--- src/rtl/bwg_pkg.sv ---
package bwg_pkg;

  typedef enum logic [1:0] {
    ST_IDLE  = 2'd0,
    ST_COUNT = 2'd1,
    ST_READY = 2'd2,
    ST_FIN   = 2'd3
  } bwg_state_e;

endpackage

--- src/rtl/bwg_sync.sv ---
module bwg_sync #(
  parameter int STAGES = 2
) (
  input  logic clk,
  input  logic rst_n,
  input  logic d_async,
  output logic q_sync
);

  logic [STAGES-1:0] chain_q;

  genvar g;
  generate
    for (g = 0; g < STAGES; g++) begin : g_stage
      if (g == 0) begin : g_first
        always_ff @(posedge clk or negedge rst_n) begin
          if (!rst_n) chain_q[0] <= 1'b0;
          else        chain_q[0] <= d_async;
        end
      end else begin : g_next
        always_ff @(posedge clk or negedge rst_n) begin
          if (!rst_n) chain_q[g] <= 1'b0;
          else        chain_q[g] <= chain_q[g-1];
        end
      end
    end
  endgenerate

  assign q_sync = chain_q[STAGES-1];

endmodule

--- src/rtl/bwg_wait_sel.sv ---
module bwg_wait_sel #(
  parameter int SEL_W    = 2,
  parameter int FAST_MIN = 1
) (
  input  logic [SEL_W-1:0] sel,
  input  logic             int_rom,
  input  logic             full_speed,
  output logic [SEL_W-1:0] waits
);

  localparam logic [SEL_W-1:0] FAST_MIN_V = SEL_W'(FAST_MIN);

  logic [SEL_W-1:0] floor_v;

  always_comb begin
    floor_v = '0;
    if (int_rom && full_speed) floor_v = FAST_MIN_V;
    waits = (sel < floor_v) ? floor_v : sel;
  end

endmodule

--- src/rtl/bwg_seq.sv ---
module bwg_seq
  import bwg_pkg::*;
#(
  parameter int SEL_W = 2
) (
  input  logic             clk,
  input  logic             rst_n,
  input  logic             start,
  input  logic [SEL_W-1:0] waits,
  input  logic             int_rom,
  input  logic             full_speed,
  input  logic             rdy_ok,
  output logic             hold,
  output logic             done,
  output logic             cyc_int,
  output logic             cyc_fast
);

  localparam logic [SEL_W-1:0] ONE = SEL_W'(1);

  bwg_state_e       state_q, state_d;
  logic [SEL_W-1:0] cnt_q, cnt_d;
  logic             cnt_en;
  logic             int_q, int_d, fast_q, fast_d;
  logic             flag_en;

  always_comb begin
    state_d = state_q;
    cnt_d   = cnt_q;
    cnt_en  = 1'b0;
    int_d   = int_q;
    fast_d  = fast_q;
    flag_en = 1'b0;
    unique case (state_q)
      ST_IDLE: begin
        if (start) begin
          flag_en = 1'b1;
          int_d   = int_rom;
          fast_d  = full_speed;
          if (waits != '0) begin
            cnt_en  = 1'b1;
            cnt_d   = waits - ONE;
            state_d = ST_COUNT;
          end else if (int_rom || rdy_ok) begin
            state_d = ST_FIN;
          end else begin
            state_d = ST_READY;
          end
        end
      end
      ST_COUNT: begin
        if (cnt_q != '0) begin
          cnt_en = 1'b1;
          cnt_d  = cnt_q - ONE;
        end else if (int_q || rdy_ok) begin
          state_d = ST_FIN;
        end else begin
          state_d = ST_READY;
        end
      end
      ST_READY: begin
        if (rdy_ok) state_d = ST_FIN;
      end
      ST_FIN: begin
        state_d = ST_IDLE;
      end
      default: state_d = ST_IDLE;
    endcase
  end

  always_ff @(posedge clk or negedge rst_n) begin
    if (!rst_n) begin
      state_q <= ST_IDLE;
    end else begin
      state_q <= state_d;
    end
  end

  always_ff @(posedge clk or negedge rst_n) begin
    if (!rst_n) begin
      cnt_q <= '0;
    end else if (cnt_en) begin
      cnt_q <= cnt_d;
    end
  end

  always_ff @(posedge clk or negedge rst_n) begin
    if (!rst_n) begin
      int_q  <= 1'b0;
      fast_q <= 1'b0;
    end else if (flag_en) begin
      int_q  <= int_d;
      fast_q <= fast_d;
    end
  end

  assign hold     = (state_q == ST_COUNT) || (state_q == ST_READY);
  assign done     = (state_q == ST_FIN);
  assign cyc_int  = int_q;
  assign cyc_fast = fast_q;

endmodule

--- src/rtl/bus_wait_gen.sv ---
module bus_wait_gen #(
  parameter int SEL_W       = 2,
  parameter int SYNC_STAGES = 2,
  parameter int FAST_MIN    = 1
) (
  input  logic             clk,
  input  logic             rst_n,
  input  logic [SEL_W-1:0] ws_sel,
  input  logic             start,
  input  logic             int_rom,
  input  logic             full_speed,
  input  logic             rdy_async,
  output logic             hold,
  output logic             done
);

  logic [SEL_W-1:0] waits;
  logic             rdy_ok;
  logic             cyc_int;
  logic             cyc_fast;

  bwg_sync #(.STAGES(SYNC_STAGES)) u_sync (
    .clk     (clk),
    .rst_n   (rst_n),
    .d_async (rdy_async),
    .q_sync  (rdy_ok)
  );

  bwg_wait_sel #(.SEL_W(SEL_W), .FAST_MIN(FAST_MIN)) u_sel (
    .sel        (ws_sel),
    .int_rom    (int_rom),
    .full_speed (full_speed),
    .waits      (waits)
  );

  bwg_seq #(.SEL_W(SEL_W)) u_seq (
    .clk        (clk),
    .rst_n      (rst_n),
    .start      (start),
    .waits      (waits),
    .int_rom    (int_rom),
    .full_speed (full_speed),
    .rdy_ok     (rdy_ok),
    .hold       (hold),
    .done       (done),
    .cyc_int    (cyc_int),
    .cyc_fast   (cyc_fast)
  );

endmodule

--- config.mk ---
export PLATFORM = sky130hd
export DESIGN_NAME = bus_wait_gen
export DESIGN_NICKNAME = d
export VERILOG_FILES = /design/src/rtl/bwg_pkg.sv /design/src/rtl/bwg_sync.sv /design/src/rtl/bwg_wait_sel.sv /design/src/rtl/bwg_seq.sv /design/src/rtl/bus_wait_gen.sv
export SDC_FILE = /design/constraint.sdc
export NUM_CORES = 1
export LEC_CHECK = 0
export BUFFER_PORTS_ARGS = -buffer_cell sky130_fd_sc_hd__buf_2
export CELL_PAD_IN_SITES_DETAIL_PLACEMENT = 1
export CELL_PAD_IN_SITES_GLOBAL_PLACEMENT = 1
export CORE_AREA = 8 8 45 47
export CTS_BUF_LIST = sky130_fd_sc_hd__clkbuf_8
export DETAILED_ROUTE_END_ITERATION = 12
export DIE_AREA = 0 0 53 55
export PLACE_DENSITY_LB_ADDON = 0.15
export SYNTH_ARGS = -nofsm -noshare
export SYNTH_HDL_FRONTEND = slang
export SYNTH_SLANG_ARGS = --single-unit
--- constraint.sdc ---
create_clock -name clk -period 1.3 [get_ports clk]
set_input_delay 0.195 -clock clk [delete_from_list [all_inputs] [get_ports clk]]
set_output_delay 0.195 -clock clk [all_outputs]
set_load 0.005 [all_outputs]
* Word-level counts from Yosys, hierarchy flattened
Index checks and enable logic that the tools add are counted.
Word-level totals: logic and storage cells 46, latch bits 0, RAM bits 0, ROM bits 0, input port bits 8, memories kept 0, register bits after elaboration 7, output and inout bits 2
Operators by class: equality and inequality tests 8, $lt $le $gt $ge 1, div/mod/pow operators 0, bitwise operators 0, reductions and logical operators 11, $add $sub $neg 2, $mul 0, multiplexer cells 19, shift operators 0
Operators with widths (count):
- $mux 2 | 8
- $mux 1 | 8
- $pmux 2 s4 | 1
- $ne 2x2->1 const B | 3
- $reduce_and 3->1 | 2
- $reduce_bool 2->1 | 3
- $reduce_and 5->1 | 1
- $eq 2x2->1 const B | 2
- $ne 2x1->1 const B | 2
- $pmux 2 s2 | 1
- $sub 2x1->2 const B | 2
- $logic_or 1x1->1 | 3
- $eq 2x1->1 const B | 1
- $logic_not 2->1 | 1
- $lt 2x1->1 | 1
- $pmux 1 s2 | 1
- $logic_and 1x1->1 | 1

* Longest topological paths before layout
depth in word-level cells 9, depth in mapped cells 5, depth with buffers taken out 5

* Hierarchy
A second synthesis with hierarchy kept.
Second synthesis, totals: cells, all modules 47, area, all modules 486.7 µm²
Modules (own cells, without submodules):
- bwg_seq | seq. area each 150.1 µm², cells an instance 42, area an instance 421.7 µm², times used 1
- bwg_sync | seq. area each 50.0 µm², cells an instance 2, area an instance 50.0 µm², times used 1
- bwg_wait_sel | seq. area each 0.0 µm², cells an instance 3, area an instance 15.0 µm², times used 1

* Least setup slack after synthesis
Ideal clock, no wire load.
kind register to register, start point register u_seq.state_q[0], end point register u_seq.cnt_q[0], setup slack -0.127 ns, arrival 1.301 ns, data required time 1.175 ns, setup time 0.125 ns, path buffers 0, cell stages (with the launch flop) 6, clock period less this slack 1.427 ns, cells stage by stage dfrtp_1 > inv_1 > ha_1 > nor3b_4 > a21oi_2 > mux2_4
Between the ends: longest elaborated chain between the ends 3, elaborated cells on any way between the ends 9, classes of those cells 4 x eq/ne; 2 x mux; 3 x reduce/logical
Ends and longest elaborated chain:
- start: declaration | RTL line bwg_seq.sv:21 | bwg_state_e state_q, state_d;
- start signal: assignment | RTL line bwg_seq.sv:75 | state_q <= state_d;
- $eq 2x1->1 or $logic_not 2->1 (tied branches) | RTL line bwg_seq.sv:34 | unique case (state_q)
- $pmux 1 s2, or another cell as far along | RTL line bwg_seq.sv:34
- $reduce_and 5->1 (no source line)
- end signal: assignment | RTL line bwg_seq.sv:83 | cnt_q <= cnt_d;
- end: declaration | RTL line bwg_seq.sv:22 | logic [SEL_W-1:0] cnt_q, cnt_d;
Parallel ways exist; a longest one is shown, timed or not. A chain may end at the register's enable or synchronous reset.

* Final worst setup path
Same ends and word-level chain as after synthesis.

==> reports/qor.txt <==
ROUTING
-------------------------------------------------------------------------------------------
ANT nets after route .........................................................            0
Drt first pass iters .........................................................            3
Final routed DRC violation total .............................................            0
Drt total wl .................................................................      1.11 mm
Average via count per standard cell ..........................................         5.01
Number of design-rule violations left by the first detailed-router iteration .            6
Total number of vias .........................................................          381
Average detailed-routed wire length per instance .............................      14.6 um

POWER AND IR DROP
-------------------------------------------------------------------------------------------
Peak VDD IR ..................................................................       904 uV
Total power per unit cell area ............................................... 2570 nW/um^2
Internal Dissipation .........................................................      1.11 mW
Leakage ......................................................................     0.306 nW
Clock network fraction of total power ........................................        0.171
Reg power frac ...............................................................        0.214
Overall Power ................................................................      1.69 mW
Gate power share .............................................................        0.615
Switching share of power .....................................................        0.341
Switching power ..............................................................       576 uW

CELLS AND AREA
-------------------------------------------------------------------------------------------
Total inserted antenna cells .................................................            0
Most common cell after layout, fill and taps aside ........................... sky130_fd_sc_hd__buf_2
Syn-to-layout area delta .....................................................        50.3%
Commonest cells after routing, fill and taps aside ........................... sky130_fd_sc_hd__buf_2, sky130_fd_sc_hd__buf_4, sky130_fd_sc_hd__dfrtp_1
Post-route non-filler standard cell count ....................................           76
Final net count ..............................................................           73
Share of post-route cells with drive strength above 1 ........................        0.567

GRT
-------------------------------------------------------------------------------------------
Largest net degree at the start of global routing ............................            8
Number of antenna violations at the first check in global routing ............            0
Global-route wire length before repair .......................................      1.78 mm
Total global routing overflow ................................................            0
Total GRT Usage ..............................................................       0.0873
Via count of the first global-routing pass ...................................          416

SYNTH
-------------------------------------------------------------------------------------------
Mapped Avg Cell Area .........................................................   11.5 sq um
Post-synthesis cell count ....................................................           38
Post-synth design cell area ..................................................    438 sq um
Sequential fraction of the synthesis area ....................................        0.400
Cell variety after synth .....................................................           20
Yosys reg bits ...............................................................            7
Number of nets in the synthesized netlist ....................................           50
YS warnings ..................................................................            0

CLOCKING
-------------------------------------------------------------------------------------------
Number of clock buffers inserted by TritonCTS ................................            3
Sinks on Clock Net ...........................................................            7
Clock root buffer ............................................................ sky130_fd_sc_hd__clkbuf_8
CTS H-tree lvls ..............................................................            1
Clock latency at the later pin of the worst-skew pair ........................      0.22 ns
Clock slew seen by the registers of the worst setup and hold paths ...........      0.04 ns
Clock Path Buffers ...........................................................            2
TritonCTS clock tree .........................................................         done

TIMING
-------------------------------------------------------------------------------------------
Final Hold Vio Count .........................................................            0
Post-route fraction of the period consumed by the critical path ..............         1.11
Post-layout minimum cycle time ...............................................      1.45 ns
Slack of the critical path ...................................................    -0.146 ns
Setup violation total in the final timing report .............................            4
Number of max-slew violations in the final report ............................            0
Remaining max-slew budget at the tightest pin ................................        0.849
Slew @ Worst Pin .............................................................     0.222 ns
Unrepaired setup endpoints after global routing ..............................         true
Setup Total Neg Slack ........................................................    -0.453 ns
Highest attainable clock frequency ...........................................    0.691 GHz
Worst clock skew .............................................................  0.000641 ns

CRITICAL PATH
-------------------------------------------------------------------------------------------
Worst path required time .....................................................      1.41 ns
Path type of the worst setup path ............................................ flop to flop
Biggest fanout along the worst timing path ...................................            5
Critical Path Start Type .....................................................         flop
Signal arrival time at the worst endpoint ....................................      1.55 ns
Worst setup EP type ..........................................................         flop

DIE
-------------------------------------------------------------------------------------------
Number of placement rows .....................................................           14
DIE HEIGHT ...................................................................        55 um
Chip Width ...................................................................        53 um
Total Die Area ...............................................................   2920 sq um
Initial standard-cell utilization of the core ................................        0.316
Area of the core .............................................................   1380 sq um
Number of top-level pins .....................................................           10

PLACED DESIGN
-------------------------------------------------------------------------------------------
Number of input and output port buffers inserted .............................            9
Final HPWL DP ................................................................       866 um
RD Place Congestion ..........................................................        0.800
Worst setup slack before clock tree synthesis ................................    -0.181 ns
Cell count after placement ...................................................           67

RUN STATUS
-------------------------------------------------------------------------------------------
Violations in the final reports .............................................. negative setup slack
Outcome ...................................................................... finished, violations left

RUN
-------------------------------------------------------------------------------------------
Number of max-capacitance violations reported ................................            0

HOLD PATH
-------------------------------------------------------------------------------------------
Min-delay worst type ......................................................... input port to flop

==> sequential cells by signal, indices dropped and copies added (netlist names) <==
name            count
u_seq.cnt_q         2
u_seq.state_q       2
u_seq.cyc_int       1
u_sync.chain_q      1
u_sync.q_sync       1
==> through the flow <==
step	hold slack, ns	util	instance area, sq um
2_1_floorplan	-0.101	-	467
3_3_place_gp	0.0288	0.406	562
3_5_place_dp	0.0302	0.406	562
4_1_cts	0.0689	0.466	644
5_1_grt	0.0704	0.476	658
6_report	0.0754	0.476	658
==> path summary, 6_finish.rpt <==
path	from	endpoint	slack (ns)	depth (start not counted)
worst max-delay path	u_seq.state_q[0]	u_seq.cnt_q[0]	-0.15	5
worst min-delay path	rdy_async	u_sync.chain_q[0]	0.08	1
worst max register to register	u_seq.state_q[0]	u_seq.cnt_q[0]	-0.15	5
worst min register to register	u_sync.chain_q[0]	u_sync.q_sync	0.36	0
min in group asynchronous	rst_n	u_sync.chain_q[0]	0.34	2
max in group asynchronous	rst_n	u_seq.state_q[0]	0.80	2
==> metal layers <==
| layer | track usage | vias up | part of all wire | wire [um] |
|---|---|---|---|---|
| met5 | 0 | - | 0 | 0 |
| li1 | - | 185 | - | - |
| met3 | 0.0294 | 3 | 0.059 | 66 |
| met2 | 0.148 | 8 | 0.49 | 539 |
| met4 | 0.0647 | 0 | 0.025 | 28 |
| met1 | 0.0878 | 185 | 0.43 | 477 |
==> final cells by class <==
class	instances	area [sq um]
multi-input cells	27	287
well taps	16	20.0
fillers	154	726
flip-flops and latches	7	176
clock buffers	3	41.3
repair buffers	18	115
inverters	4	15.0
clock inverters	1	3.75
==> timing repair <==
| item | 4_1_cts | 5_1_grt |
|---|---|---|
| gates resized for setup | 3 | 2 |
| buffers inserted | 3 | 1 |
| endpoints found under the hold margin | 7 | 0 |
| endpoints found under the setup margin | 5 | 5 |
| hold buffers | 1 | 0 |
| pin swaps | 2 | 2 |
==> synthesized netlist by cell type, drive strengths merged <==
cell | count | area share
o32ai | 1 | 0.020
a211o | 1 | 0.020
mux2i | 1 | 0.023
a22o | 2 | 0.040
a221o | 1 | 0.023
mux2 | 4 | 0.11
a32oi | 1 | 0.020
nand2 | 4 | 0.034
o21ai | 2 | 0.023
dfrtp | 7 | 0.40
nor2 | 1 | 0.0086
nor3b | 1 | 0.043
ha | 4 | 0.11
a21oi | 2 | 0.031
and3b | 1 | 0.020
o221ai | 1 | 0.034
inv | 4 | 0.034
==> logic make-up after synthesis <==
kind of cell               count (synthesis)  share of synthesized area
muxes                                      5                      0.134
buffers and inverters                      4                     0.0343
and+or+nand+nor                            7                      0.106
adders and majority gates                  4                      0.114
AOI/OAI and AO/OA                         11                      0.211
DFF                                        7                      0.400
==> critical path: stages (launching register included) <==
cell and delay [ns]:
sky130_fd_sc_hd__dfrtp_2 0.41, sky130_fd_sc_hd__buf_4 0.15, sky130_fd_sc_hd__ha_4 0.17, sky130_fd_sc_hd__mux2i_2 0.21
sky130_fd_sc_hd__a21oi_2 0.08, sky130_fd_sc_hd__mux2_4 0.30
==> power groups by stage <==
| stage | clock network (mW) | registers, mW | logic (mW) |
|---|---|---|---|
| 3_3_place_gp | 0 | 0.362 | 0.859 |
| 6_report | 0.289 | 0.362 | 1.04 |
| 2_1_floorplan | 0 | 0.366 | 0.601 |
| 4_1_cts | 0.302 | 0.361 | 0.991 |
| 3_5_place_dp | 0 | 0.371 | 0.886 |
| 5_1_grt | 0.316 | 0.372 | 1.14 |
(Power assumes the default switching activity.)
